--- src/rtl/can_arb_pkg.sv ---
package can_arb_pkg;
  typedef enum logic {
    ST_IDLE = 1'b0,
    ST_ARB  = 1'b1
  } arb_state_e;

  localparam logic LVL_DOM = 1'b0;
  localparam logic LVL_REC = 1'b1;
endpackage

--- src/rtl/can_idle_mon.sv ---
module can_idle_mon #(
  parameter int IDLE_BITS = 1
) (
  input  logic clk_i,
  input  logic rst_ni,
  input  logic bit_tick_i,
  input  logic rx_i,
  output logic bus_free_o
);
  localparam int CW = $clog2(IDLE_BITS + 1);

  logic [CW-1:0] cnt_q;

  // recessive strobes seen before this one; the current strobe counts too
  assign bus_free_o = rx_i && (({1'b0, cnt_q} + 1'b1) >= (CW+1)'(IDLE_BITS));

  always_ff @(posedge clk_i or negedge rst_ni) begin
    if (!rst_ni) begin
      cnt_q <= '0;
    end else if (bit_tick_i) begin
      if (!rx_i)                        cnt_q <= '0;
      else if (cnt_q != CW'(IDLE_BITS)) cnt_q <= cnt_q + 1'b1;
    end
  end
endmodule

--- src/rtl/can_arb_frame.sv ---
module can_arb_frame #(
  parameter int ID_W  = 11,
  parameter int NBITS = ID_W + 2,
  parameter int IDX_W = $clog2(NBITS)
) (
  input  logic             clk_i,
  input  logic             rst_ni,
  input  logic             capture_i,
  input  logic [ID_W-1:0]  id_i,
  input  logic             remote_i,
  input  logic [IDX_W-1:0] sel_i,
  output logic             bit_o
);
  import can_arb_pkg::*;

  logic [NBITS-1:0] frame_q;

  always_ff @(posedge clk_i or negedge rst_ni) begin
    if (!rst_ni)        frame_q <= '1;
    else if (capture_i) frame_q <= {LVL_DOM, id_i, remote_i};
  end

  // index 0 sits at the MSB so the identifier leaves MSB first
  always_comb begin
    bit_o = LVL_REC;
    for (int i = 0; i < NBITS; i++) begin
      if (sel_i == IDX_W'(i)) bit_o = frame_q[NBITS-1-i];
    end
  end
endmodule

--- src/rtl/can_arb_cmp.sv ---
module can_arb_cmp (
  input  logic drv_i,
  input  logic bus_i,
  output logic lost_o,
  output logic err_o
);
  assign lost_o = drv_i  & ~bus_i;
  assign err_o  = ~drv_i &  bus_i;
endmodule

--- src/rtl/can_arb_tx.sv ---
module can_arb_tx #(
  parameter int ID_W      = 11,
  parameter int IDLE_BITS = 1,
  parameter int NBITS     = ID_W + 2,
  parameter int IDX_W     = $clog2(NBITS)
) (
  input  logic             clk_i,
  input  logic             rst_ni,
  input  logic             bit_tick_i,
  input  logic             start_i,
  input  logic [ID_W-1:0]  id_i,
  input  logic             remote_i,
  input  logic             rx_i,
  output logic             tx_o,
  output logic             busy_o,
  output logic             won_o,
  output logic             lost_o,
  output logic [IDX_W-1:0] lost_idx_o,
  output logic             bit_err_o
);
  import can_arb_pkg::*;

  localparam logic [IDX_W-1:0] LAST_IDX = IDX_W'(NBITS - 1);

  arb_state_e       state_q;
  logic [IDX_W-1:0] idx_q, idx_nxt;
  logic             tx_q, pend_q, won_q, lost_q, err_q;
  logic [IDX_W-1:0] lost_idx_q;
  logic             bus_free, capture, take, nxt_bit, cmp_lost, cmp_err;

  assign capture = start_i && (state_q == ST_IDLE) && !pend_q;
  assign take    = (state_q == ST_IDLE) && (pend_q || start_i) && bit_tick_i && bus_free;
  assign idx_nxt = idx_q + 1'b1;

  can_idle_mon #(.IDLE_BITS(IDLE_BITS)) u_idle (
    .clk_i      (clk_i),
    .rst_ni     (rst_ni),
    .bit_tick_i (bit_tick_i),
    .rx_i       (rx_i),
    .bus_free_o (bus_free)
  );

  can_arb_frame #(.ID_W(ID_W), .NBITS(NBITS), .IDX_W(IDX_W)) u_frame (
    .clk_i     (clk_i),
    .rst_ni    (rst_ni),
    .capture_i (capture),
    .id_i      (id_i),
    .remote_i  (remote_i),
    .sel_i     (idx_nxt),
    .bit_o     (nxt_bit)
  );

  can_arb_cmp u_cmp (
    .drv_i  (tx_q),
    .bus_i  (rx_i),
    .lost_o (cmp_lost),
    .err_o  (cmp_err)
  );

  always_ff @(posedge clk_i or negedge rst_ni) begin
    if (!rst_ni) begin
      state_q    <= ST_IDLE;
      idx_q      <= '0;
      tx_q       <= LVL_REC;
      pend_q     <= 1'b0;
      won_q      <= 1'b0;
      lost_q     <= 1'b0;
      err_q      <= 1'b0;
      lost_idx_q <= '0;
    end else begin
      if (won_q && bit_tick_i) won_q <= 1'b0;
      if (capture) pend_q <= 1'b1;
      if (take) begin
        state_q    <= ST_ARB;
        idx_q      <= '0;
        tx_q       <= LVL_DOM;
        pend_q     <= 1'b0;
        lost_q     <= 1'b0;
        err_q      <= 1'b0;
        lost_idx_q <= '0;
      end else if (state_q == ST_ARB && bit_tick_i) begin
        if (cmp_lost) begin
          lost_q     <= 1'b1;
          lost_idx_q <= idx_q;
          tx_q       <= LVL_REC;
          state_q    <= ST_IDLE;
        end else if (cmp_err) begin
          err_q   <= 1'b1;
          tx_q    <= LVL_REC;
          state_q <= ST_IDLE;
        end else if (idx_q == LAST_IDX) begin
          won_q   <= 1'b1;
          tx_q    <= LVL_REC;
          state_q <= ST_IDLE;
        end else begin
          idx_q <= idx_nxt;
          tx_q  <= nxt_bit;
        end
      end
    end
  end

  assign tx_o       = tx_q;
  assign busy_o     = (state_q == ST_ARB);
  assign won_o      = won_q;
  assign lost_o     = lost_q;
  assign lost_idx_o = lost_idx_q;
  assign bit_err_o  = err_q;
endmodule

--- config.mk ---
export PLATFORM = sky130hd
export DESIGN_NAME = can_arb_tx
export DESIGN_NICKNAME = d
export VERILOG_FILES = /design/src/rtl/can_arb_pkg.sv /design/src/rtl/can_idle_mon.sv /design/src/rtl/can_arb_frame.sv /design/src/rtl/can_arb_cmp.sv /design/src/rtl/can_arb_tx.sv
export SDC_FILE = /design/constraint.sdc
export NUM_CORES = 1
export LEC_CHECK = 0
export ABC_AREA = 1
export BUFFER_PORTS_ARGS = -buffer_cell sky130_fd_sc_hd__buf_2
export CORE_MARGIN = 2
export CORE_UTILIZATION = 54
export CTS_BUF_LIST = sky130_fd_sc_hd__clkbuf_16
export CTS_CLUSTER_DIAMETER = 150
export DETAILED_ROUTE_END_ITERATION = 16
export PLACE_DENSITY_LB_ADDON = 0.1
export SLEW_MARGIN = 30
export SYNTH_ARGS = -nofsm -noshare
export SYNTH_HDL_FRONTEND = slang
export SYNTH_SLANG_ARGS = --single-unit
--- constraint.sdc ---
create_clock -name clk_i -period 1.7 [get_ports clk_i]
set_clock_uncertainty 0.2 [all_clocks]
set_input_delay 0.085 -clock clk_i [delete_from_list [all_inputs] [get_ports clk_i]]
set_output_delay 0.085 -clock clk_i [all_outputs]
set_load 0.01 [all_outputs]
* Word level (Yosys, flattened, before mapping)
Cells that the tools add are included.
** Storage, ports and cells
- Output and inout port bits :: 9
- Register bits after elaboration :: 28
- Memories :: 0
- Bits in writable memories :: 0
- Latch bits :: 0
- Bits in read-only memories :: 0
- Input port bits :: 17
** Cells by class
- Reductions and logical operators :: 20
- Divide/modulo/power cells :: 0
- $mul :: 0
- Equality and inequality tests :: 16
- Bitwise gates (word level) :: 5
- Shift operators :: 0
- $add $sub $neg :: 3
- $lt $le $gt $ge :: 1
- Multiplexer cells :: 48
** Operators with widths (number)
- $mux W1 :: 40
- $mux W4 :: 8
- $eq A4 B4 Y1 const B :: 6
- $eq A4 B3 Y1 const B :: 4
- $eq A4 B2 Y1 const B :: 2
- $logic_and A1 B1 Y1 :: 8
- $reduce_bool A2 Y1 :: 4
- $ne A2 B2 Y1 const B :: 3
- $add A4 B1 Y4 const B :: 1
- $eq A4 B1 Y1 const B :: 1
- $logic_not A4 Y1 :: 1
- $reduce_and A2 Y1 :: 2
- $reduce_and A4 Y1 :: 1
- $reduce_bool A4 Y1 :: 1
- $not A1 Y1 :: 3
- $reduce_and A3 Y1 :: 1
- $add A1 B1 Y2 const B :: 1
- $and A1 B1 Y1 :: 2
- $ge A2 B1 Y1 const B :: 1
- $add A1 B1 Y1 const B :: 1
- $logic_not A1 Y1 :: 1
- $logic_or A1 B1 Y1 :: 1

* Longest topological paths before layout
Gate-level depths: netlist of the first run.
- Depth after elaboration :: 20
- Depth in mapped cells :: 12

* Modules after synthesis
Synthesis of the first run repeated with hierarchy kept, for this count alone.
** Second synthesis, totals
- Cell total of the unflattened synthesis :: 150
- Area total of the unflattened synthesis :: 1387.6 um^2
** Modules (own cells, without submodules)
- can_arb_tx :: cells each 84, area each 725.7 um^2, times used 1
- can_arb_frame :: cells each 61, area each 639.4 um^2, times used 1
- can_arb_cmp :: cells each 4, area each 15.0 um^2, times used 1
- can_idle_mon :: cells each 1, area each 7.5 um^2, times used 1

* Worst setup path after synthesis of the first run
No wires, ideal clock.
- Path kind :: register to register
- From :: reg idx_q[0]
- To :: reg tx_q, in the netlist tx_o
- Period minus slack after synthesis :: 1536 ps
- Cell stages (with the launch flop) :: 13
- Buffers on the path :: 0
- Setup slack :: 164 ps
- Data arrival time :: 1260 ps
- Cells stage by stage :: dfrtp_1 -> inv_1 -> ha_1 -> inv_1 -> nand3_1 -> nand2_1 -> nand2_1 -> nand2_1 -> nand2_1 -> nand2_1 -> nand3_1 -> nand2_1 -> nand2_1
** Between the ends
- Longest elaborated chain between the ends :: 20
- Elaborated cells on any way between the ends :: 33
- Classes of those cells :: 1 x add/sub; 13 x eq/ne; 18 x mux; 1 x reduce/logical
** RTL lines
- start: declaration :: line can_arb_tx.sv:26 : logic [IDX_W-1:0] idx_q, idx_nxt;
- start signal: assignment :: line can_arb_tx.sv:96 : idx_q <= idx_nxt;
- $add A4 B1 Y4 :: line can_arb_tx.sv:33 : assign idx_nxt = idx_q + 1'b1;
- $logic_not A4 Y1 :: line can_arb_frame.sv:27 : if (sel_i == IDX_W'(i)) bit_o = frame_q[NBITS-1-i];
- $mux W1 (13 in a row) :: line can_arb_frame.sv:27
- $mux W1 * :: line can_arb_tx.sv:91 : end else if (idx_q == LAST_IDX) begin
- $mux W1 * :: line can_arb_tx.sv:87 : end else if (cmp_err) begin
- $mux W1 * :: line can_arb_tx.sv:82 : if (cmp_lost) begin
- $mux W1 * :: line can_arb_tx.sv:81 : end else if (state_q == ST_ARB && bit_tick_i) begin
- $mux W1 * :: line can_arb_tx.sv:73 : if (take) begin
- end signal: assignment :: line can_arb_tx.sv:97 : tx_q <= nxt_bit;
- end: declaration :: line can_arb_tx.sv:27 : logic tx_q, pend_q, won_q, lost_q, err_q;
Every way passes the cells marked *; elsewhere a longest branch is shown, timed or not. The select of a mux whose other input is x is not followed.
A chain may end at the register's enable or synchronous reset.

* Worst setup path in the final report of the first run
- From :: reg idx_q[1]
- To :: reg tx_q, in the netlist tx_o
Same word-level chain as after synthesis.

==> metrics.md, run 1 <==
| Metric | Value |
|---|---|
| Final ANT Viol Nets | 0 |
| Reg-to-reg slack, setup | 0.06 ns |
| Sw Pwr | 1.212 mW |
| Core Box Area | 0.002455 mm^2 |
| Routed vias/inst | 5.070 |
| Min Tclk post-route | 1.643 ns |
| Boundary Pins | 26 |
| Post-Syn Instances | 153 |
| Power Density | 1705 mW/mm^2 |
| R2r startpoint | idx_q[1]$_DFFE_PN0P_ |
| Area of the multi-input gates | 628.1 um^2 |
| Slew Viols, Final | 0 |
| Initial antenna violation count | 0 |
| Sequential power share | 38.5% |
| RSZ-0062 raised after global routing | yes |
| Clock Tree Root | clkbuf_16 |
| Slew @ Worst Pin | 0.5825 ns |
| CTS tree | done |
| I/O Buffers | 25 |
| CP Data Arrival Time | 1.63 ns |
| Yosys top cell area share | 26.78% |
| Yosys Warn Count | 0 |
| Routed WL | 3055 um |
| Peak supply drop | 0.001161 V |
| Slew HR | 61.17% |
| HP Class | input pin to flip-flop |
| Max cap viols | 0 |
| Fill cell count | 179 |
| Die H | 54.44 um |
| Final setup fails | 0 |
| GR Overflow Total | 0 |
| Mapped Nets | 175 |
| Die X | 54.44 um |
| First-pass GRT wire length | 4526 um |
| Lkg Pwr | 0.9166 nW |
| Worst-Skew Late Latency | 0.26 ns |
| GPL Wtd Cong | 0.8965 |
| Number of H-tree levels | 1 |
| Via count | 1161 |
| Starting density of the core | 55.96% |
| Fmax | 0.6087 GHz |
| Clock buffer depth | 2 |
| Total track usage | 21.83% |
| Most frequent cells in the layout | nand2_1, buf_2, inv_1 |
| Largest net degree at the start of global routing | 28 |
| Worst-path fanout max | 5 |
| CTS sink cnt | 27 |
| Seq cells post-synth | 27 |
| Gate power share | 44.8% |
| Vias in the first global route | 1070 |
| R2R depth | 10 |
| Commonest non-fill, non-tap cell in the layout | nand2_1 |
| Post-synth top area cell | dfstp_2 |
| Post-place setup slack | -0.03032 ns |
| Starting DRT DRC Count | 24 |
| CTS clock-pin slew for the worst setup and hold paths | 0.07 ns |
| Router iterations before antenna repair | 4 |
| Die Outline Area | 0.002964 mm^2 |
| Status | finished, final reports clean |
| FF+latch area | 695.7 um^2 |
| Num rows | 18 |
| Sw frac | 38.27% |
| Setup TNS | 0 ns |
| Final WS setup | 0.05703 ns |
| Hpwl dp | 2100 um |
| Critical path class | flip-flop to flip-flop |
| Fin crit share | 96.65% |
| ANT cells | 0 |
| Critical path startpoint category | flip-flop |
| CP startpoint | idx_q[1]$_DFFE_PN0P_ |
| CP required | 1.69 ns |
| Tot Pwr | 3.167 mW |
| Mapped cell area | 0.001374 mm^2 |
| Num CTS Buffers | 3 |
| Critical Path End Type | flip-flop |
| Reg-to-Reg End | tx_o$_DFFE_PN1P_ |
| Critical Path End | tx_o$_DFFE_PN1P_ |
| Utilization after layout | 75.69% |
| Clock network fraction of total power | 16.6% |
| Post-synth cell types | 28 |
| Sequential-to-total area share from yosys stat | 50.46% |
| Internal | 1.955 mW |
| Area growth syn-to-layout | 35.25% |
| Mean Syn Cell Area | 8.979 um^2 |
| Wire length per cell | 13.34 um |
| Layout cell share with drive strength beyond 1 | 40.20% |
| DRC | 0 |
| Synth top area cells | dfstp_2, dfrtp_1, nand2_1 |
| Fin nets | 222 |
| Final Hold Fails | 0 |
power by group through the flow:
stage	sequential (mW)	combinational [mW]	clock [mW]
6_report	1.22	1.42	0.527
2_1_floorplan	1.21	0.827	0
5_1_grt	1.26	1.58	0.565
3_5_place_dp	1.19	1.21	0
4_1_cts	1.18	1.25	0.529
3_3_place_gp	1.17	1.17	0
registers in the layout (all words and copies together) (netlist names):
name / cells
idx_q: 4
bit_err_o: 1
busy_o: 1
lost_idx_o: 4
u_frame.frame_q: 13
tx_o: 1
pend_q: 1
won_o: 1
lost_o: 1
logic make-up after synthesis:
family	Yosys count	share of synthesized area, %
AO/OA/AOI/OAI	28	13.12
XOR/XNOR	1	0.6376
adder cells (fa/ha/maj)	5	4.554
buffers and inverters	31	8.925
flip-flops	27	50.46
multiplexers	6	4.918
AND/OR/NAND/NOR	55	17.40
worst max-delay path, stage by stage (launching register included):
cell and delay [ns]:
dfrtp_2 0.47, buf_4 0.16, ha_4 0.17, inv_2 0.05, nand2_1 0.04, nor2_1 0.10
nand2_1 0.06, nand4_1 0.09, nand3_1 0.08, nand2_1 0.07, nand2_1 0.06
final cells by class:
type                       instances  area share [%]
sequential                        27           37.44
multi-input combinational         95           33.80
timing repair buffer              44           16.30
inverter                          29           6.195
clock buffer                       3           4.040
tap                               30           2.020
clock inverter                     1          0.2020
worst min-delay path by stage:
stage                                end   start  cells after the start
2_1_floorplan      bit_err_o$_DFFE_PN0P_  rst_ni                      0
3_3_place_gp             won_o$_DFF_PN0_  rst_ni                      1
3_5_place_dp        idx_q[2]$_DFFE_PN0P_  rst_ni                      1
4_1_cts        lost_idx_o[3]$_DFFE_PN0P_    rx_i                      3
5_1_grt        lost_idx_o[2]$_DFFE_PN0P_    rx_i                      3
6_report       lost_idx_o[3]$_DFFE_PN0P_    rx_i                      3
metrics by stage:
step	area, um^2	std cells	hold slack (ns)
final	1858	229	0.01315
after global routing	1858	229	0.02987
after CTS	1768	227	0.02229
after floorplan	1374	153	-0.4106
after detailed placement	1546	209	-0.08026
after global placement	1546	209	-0.09284
synth_stat cells (all sizes together):
cell type,number
ha,5
o21ai,6
nand2,31
o211ai,1
a22oi,1
inv,28
dfstp,14
a22o,1
buf,2
o31ai,1
xor2,1
nand3,10
a21oi,12
nand4,1
dfrtp,13
mux2,6
o22ai,6
clkinv,1
nor2,13
layer usage:
| metal | global-route usage [%] | routed length (um) |
|---|---|---|
| met5 | 0 | 0 |
| met4 | 8.333 | 56 |
| met3 | 3.279 | 96 |
| met2 | 38.35 | 1573 |
| met1 | 26.86 | 1329 |
what timing repair did:
item / 4_1_cts / 5_1_grt
endpoints found under the setup margin: 1 / 5
buffers inserted: 0 / 2
hold buffers: 14 / 0
gates resized for setup: 2 / 22
hold endpoints to repair: 34 / 0
pin swaps: 0 / 7
No activity file was read; power rests on OpenSTA's default activity.
==> run 2: changes to the inputs <==
--- a/config.mk
+++ b/config.mk
@@ -8,7 +8,7 @@
 export ABC_AREA = 1
 export BUFFER_PORTS_ARGS = -buffer_cell sky130_fd_sc_hd__buf_2
 export CORE_MARGIN = 2
-export CORE_UTILIZATION = 54
+export CORE_UTILIZATION = 58
 export CTS_BUF_LIST = sky130_fd_sc_hd__clkbuf_16
 export CTS_CLUSTER_DIAMETER = 150
 export DETAILED_ROUTE_END_ITERATION = 16
==> constraint.sdc (replaced) <==
create_clock -name clk_i -period 1.9 [get_ports clk_i]
set_clock_uncertainty 0.2 [all_clocks]
set_input_delay 0.095 -clock clk_i [delete_from_list [all_inputs] [get_ports clk_i]]
set_output_delay 0.095 -clock clk_i [all_outputs]
set_load 0.01 [all_outputs]
==> metrics.md, run 2 (synthesis results as in run 1) <==
| Metric | Value |
|---|---|
| Status | finished, final reports clean |
| Critical path startpoint category | flip-flop |
| Min Tclk post-route | 1.706 ns |
| Starting DRT DRC Count | 14 |
| Sequential power share | 40.6% |
| ANT cells | 0 |
| Slew HR | 60.78% |
| CP Data Arrival Time | 1.71 ns |
| Clock buffer depth | 2 |
| Setup TNS | 0 ns |
| HP Class | input pin to flip-flop |
| Fin nets | 219 |
| Max cap viols | 0 |
| Post-Layout Cell Count | 224 |
| Num rows | 17 |
| Reg-to-reg slack, setup | 0.19 ns |
| Largest net degree at the start of global routing | 28 |
| Reg-to-Reg End | tx_o$_DFFE_PN1P_ |
| RSZ-0062 raised after global routing | no |
| Number of H-tree levels | 1 |
| Vias in the first global route | 1170 |
| Top delay family on crit path | simple AND/OR/NAND/NOR gates |
| Cells along the critical path | inv_1, ha_2, inv_1, nand3_1, nand2_1, nand2_1, nand2_1, nand2_1, nand2_1, nand3_1, nand2_1, nand2_1 |
| R2r startpoint | idx_q[0]$_DFFE_PN0P_ |
| Utilization after layout | 78.82% |
| Finished Cell Area | 0.001760 mm^2 |
| DP Cell Count | 206 |
| Routed vias/inst | 5.241 |
| Clock network fraction of total power | 18.1% |
| Setup Buffers After CTS | 0 |
| Worst-Skew Late Latency | 0.26 ns |
| Top cell by count, worst path | nand2_1 |
| Placement Cell Area | 0.001536 mm^2 |
| Fmax | 0.5863 GHz |
| Final Hold Fails | 0 |
| Hold Path Depth | 3 |
| Largest register FFs | 13 |
| Die X | 52.67 um |
| Via count | 1174 |
| Internal | 1.644 mW |
| Gate power share | 41.2% |
| Slew @ Worst Pin | 0.5884 ns |
| Wire length per cell | 12.88 um |
| Final ANT Viol Nets | 0 |
| R2R depth | 12 |
| Most frequent cells in the layout | nand2_1, inv_1, buf_2 |
| First-pass GRT wire length | 5106 um |
| Commonest non-fill, non-tap cell in the layout | nand2_1 |
| I/O Buffers | 25 |
| Initial antenna violation count | 0 |
| Boundary Pins | 26 |
| CTS clock-pin slew for the worst setup and hold paths | 0.06 ns |
| Area growth syn-to-layout | 28.14% |
| Final setup fails | 0 |
| Peak supply drop | 0.001006 V |
| Worst-path fanout max | 5 |
| Hold Crit Endpoint | lost_idx_o[0]$_DFFE_PN0P_ |
| Critical Path End Type | flip-flop |
| Starting density of the core | 61.51% |
| Router iterations before antenna repair | 4 |
| Die Outline Area | 0.002774 mm^2 |
| Slew Viols, Final | 0 |
| Die H | 52.67 um |
| Top reg by flops | u_frame.frame_q |
| Num CTS Buffers | 3 |
| GR Overflow Total | 0 |
| Fin crit share | 89.78% |
| Clock Tree Root | clkbuf_16 |
| Lkg Pwr | 0.9018 nW |
| CP max stage delay | 0.44 ns |
| Highest-delay cell along the critical path | dfrtp_2 |
| Sw Pwr | 0.9908 mW |
| Total track usage | 25.67% |
| CP required | 1.91 ns |
| Hpwl dp | 2040 um |
| Core Box Area | 0.002233 mm^2 |
| Crit path buf inv count | 2 |
| CTS tree | done |
| Critical path class | flip-flop to flip-flop |
| Sw frac | 37.60% |
| GPL Wtd Cong | 0.8297 |
| CTS sink cnt | 27 |
| DRC | 0 |
| Power Density | 1497 mW/mm^2 |
| Routed WL | 2886 um |
| Layout cell share with drive strength beyond 1 | 32.14% |
| HP Start | rx_i |
==> run 2: cell types whose count changed in the layout (fill, tap and decap cells not counted), sizes merged <==
| cell | delta |
|---|---|
| buf | -3 |
| clkinv | +1 |
| inv | -1 |
==> run 2: power groups by stage <==
stage          clock [mW]  combinational (mW)  sequential [mW]
2_1_floorplan           0               0.740             1.08
3_3_place_gp            0                1.01             1.06
3_5_place_dp            0                1.05             1.08
4_1_cts             0.486                1.09             1.07
5_1_grt             0.505                1.25             1.11
6_report            0.478                1.09             1.07
==> run 2: per-stage QoR <==
step	power, mW	setup slack (ns)	hold WS, ns
floorplan	1.819	0.3642	-0.4006
global placement	2.065	0.2405	-0.08625
detailed placement	2.128	0.1692	-0.07107
CTS	2.642	0.1439	0.02026
global route	2.856	0.009410	0.05752
finish	2.635	0.1943	0.02332
==> run 2: layout make-up <==
cell class,count,area (um^2)
repair buffers,41,280.3
inverters,29,110.1
flip-flops and latches,27,694.4
clock buffers,3,75.07
well taps,28,35.03
fillers,163,473.0
clock inverters,1,5.005
multi-input cells,95,560.5
==> run 2: metal layers <==
metal | vias to the layer above | track usage, % | wire (um)
li1 | 581 | - | -
met1 | 543 | 32.21 | 1285
met2 | 39 | 41.46 | 1381
met3 | 11 | 5.714 | 135
met4 | 0 | 12.82 | 84
met5 | - | 0 | 0
==> run 2: repair_timing <==
| action | CTS | global route |
|---|---|---|
| hold buffers | 14 | 0 |
| resized for setup | 0 | 2 |
| endpoints found under the hold margin | 27 | 0 |
| endpoints found under the setup margin | 0 | 1 |
==> run 2: worst max-delay path by stage <==
stage / start / end / cells past startpoint
after floorplan: idx_q[0]$_DFFE_PN0P_ / tx_o$_DFFE_PN1P_ / 12
after global placement: idx_q[0]$_DFFE_PN0P_ / tx_o$_DFFE_PN1P_ / 12
after detailed placement: idx_q[0]$_DFFE_PN0P_ / tx_o$_DFFE_PN1P_ / 12
after CTS: idx_q[0]$_DFFE_PN0P_ / tx_o$_DFFE_PN1P_ / 12
after global routing: idx_q[0]$_DFFE_PN0P_ / tx_o$_DFFE_PN1P_ / 12
final: idx_q[0]$_DFFE_PN0P_ / tx_o$_DFFE_PN1P_ / 12
==> run 2: worst reg2reg max path: stages, from the launching register on <==
cell and delay (ns):
dfrtp_2 0.44, inv_1 0.16, ha_2 0.25, inv_1 0.08, nand3_1 0.07, nand2_1 0.06
nand2_1 0.05, nand2_1 0.04, nand2_1 0.05, nand2_1 0.06, nand3_1 0.08, nand2_1 0.05
nand2_1 0.06
==> run 3: changes to the inputs <==
==> constraint.sdc (replaced) <==
create_clock -name clk_i -period 1.9 [get_ports clk_i]
set_clock_uncertainty 0.2 [all_clocks]
set_input_delay 0.475 -clock clk_i [delete_from_list [all_inputs] [get_ports clk_i]]
set_output_delay 0.475 -clock clk_i [all_outputs]
set_load 0.01 [all_outputs]
==> metrics.md, run 3 (synthesis results as in run 1) <==
| Metric | Value |
|---|---|
| Status | finished, final reports clean |
| Router iterations before antenna repair | 4 |
| I/O Buffers | 25 |
| CTS clock-pin slew for the worst setup and hold paths | 0.06 ns |
| Final setup fails | 0 |
| Fill cell count | 180 |
| Core Box Area | 0.002233 mm^2 |
| Critical path class | flip-flop to flip-flop |
| Num CTS Buffers | 3 |
| Slew @ Worst Pin | 0.5769 ns |
| Slew HR | 61.54% |
| Sequential power share | 41.0% |
| Top reg by flops | u_frame.frame_q |
| Area growth syn-to-layout | 17.94% |
| FF+latch area | 694.4 um^2 |
| Sw frac | 37.74% |
| Largest net degree at the start of global routing | 28 |
| Boundary Pins | 26 |
| Hpwl dp | 2040 um |
| Hold Slack | 0.006502 ns |
| Most frequent cells in the layout | nand2_1, inv_1, buf_2 |
| Area of the multi-input gates | 560.5 um^2 |
| ANT cells | 0 |
| Min Tclk post-route | 1.703 ns |
| Fmax | 0.5873 GHz |
| Final Hold Fails | 0 |
| GR Overflow Total | 0 |
| First-pass GRT wire length | 4850 um |
| HP Class | input pin to asynchronous set/reset pin |
| Internal | 1.626 mW |
| Peak supply drop | 0.001003 V |
| Critical path startpoint category | flip-flop |
| Clock Tree Root | clkbuf_16 |
| Starting density of the core | 61.51% |
| Fin crit share | 89.61% |
| CP required | 1.91 ns |
| Number of H-tree levels | 1 |
| Total track usage | 24.27% |
| Die Outline Area | 0.002774 mm^2 |
| Gate power share | 40.7% |
| Routed vias/inst | 5.286 |
| Wire length per cell | 12.83 um |
| DRC | 0 |
| CTS sink cnt | 27 |
| CTS tree | done |
| GPL Wtd Cong | 0.8297 |
| Die X | 52.67 um |
| Tot Pwr | 2.611 mW |
| Final ANT Viol Nets | 0 |
| Utilization after layout | 72.55% |
| Die H | 52.67 um |
| Lkg Pwr | 0.8433 nW |
| Worst-path fanout max | 5 |
| Setup Buffers After CTS | 0 |
| CP Data Arrival Time | 1.71 ns |
| Starting DRT DRC Count | 18 |
| Max cap viols | 0 |
| Num rows | 17 |
| Worst-Skew Late Latency | 0.26 ns |
| Commonest non-fill, non-tap cell in the layout | nand2_1 |
| RSZ-0062 raised after global routing | no |
| Routed WL | 2695 um |
| Setup TNS | 0 ns |
| Via count | 1110 |
| Largest register FFs | 13 |
| Vias in the first global route | 1129 |
| Fin nets | 205 |
| Initial antenna violation count | 0 |
| Slew Viols, Final | 0 |
| Sw Pwr | 0.9856 mW |
| Critical Path End Type | flip-flop |
| Clock network fraction of total power | 18.3% |
| Layout cell share with drive strength beyond 1 | 34.62% |
| Power Density | 1612 mW/mm^2 |
| Clock buffer depth | 2 |
==> run 3: final timing paths <==
check	start	end	slack, ns	depth (start not counted)
setup / recovery	idx_q[0]$_DFFE_PN0P_	tx_o$_DFFE_PN1P_	0.20	12
hold / removal	rst_ni	pend_q$_DFFE_PN0P_	0.007	1
setup reg to reg	idx_q[0]$_DFFE_PN0P_	tx_o$_DFFE_PN1P_	0.20	12
hold reg to reg	u_frame.frame_q[12]$_DFFE_PN1P_	u_frame.frame_q[12]$_DFFE_PN1P_	0.25	2
max in group asynchronous	rst_ni	idx_q[0]$_DFFE_PN0P_	1.08	1
min in group clk_i	id_i[9]	u_frame.frame_q[10]$_DFFE_PN1P_	0.23	2
==> run 3: critical path, cell delays in order (launching register included) <==
cell and delay, ns:
dfrtp_2 0.44, inv_1 0.16, ha_2 0.24, inv_1 0.08, nand3_1 0.07, nand2_1 0.06
nand2_1 0.05, nand2_1 0.04, nand2_1 0.05, nand2_1 0.06, nand3_1 0.08, nand2_1 0.05
nand2_1 0.06
==> run 3: what timing repair did <==
| item | 4_1_cts | 5_1_grt |
|---|---|---|
| endpoints found under the hold margin | 0 | 0 |
| resized for setup | 0 | 2 |
| setup endpoints to repair | 0 | 1 |
| hold buffers | 0 | 0 |
==> run 3: per-stage QoR <==
stage / cells / setup WS [ns] / area, um^2
after floorplan: 153 / 0.3642 / 1374
after global placement: 206 / 0.2405 / 1536
after detailed placement: 206 / 0.1692 / 1536
after CTS: 210 / 0.1439 / 1617
after global routing: 210 / 0.009410 / 1620
final: 210 / 0.1973 / 1620
==> run 3: power by group through the flow <==
stage	Clock, mW	Sequential (mW)	Combinational (mW)
6_report	0.478	1.07	1.06
5_1_grt	0.505	1.11	1.22
4_1_cts	0.486	1.07	1.07
3_5_place_dp	0	1.08	1.05
3_3_place_gp	0	1.06	1.01
2_1_floorplan	0	1.08	0.740
==> run 3: layout make-up <==
cell class,instances,area share (%)
sequential,27,42.86
multi-input combinational,95,34.59
timing repair buffer,27,8.649
inverter,29,6.795
clock buffer,3,4.633
tap,28,2.162
clock inverter,1,0.3089
==> run 3: per-layer routing <==
metal | global-route usage, % | part of all wire [%]
met5 | 0 | 0
met1 | 30.71 | 46
met2 | 38.33 | 47
met4 | 12.82 | 3.1
met3 | 5.714 | 4.3
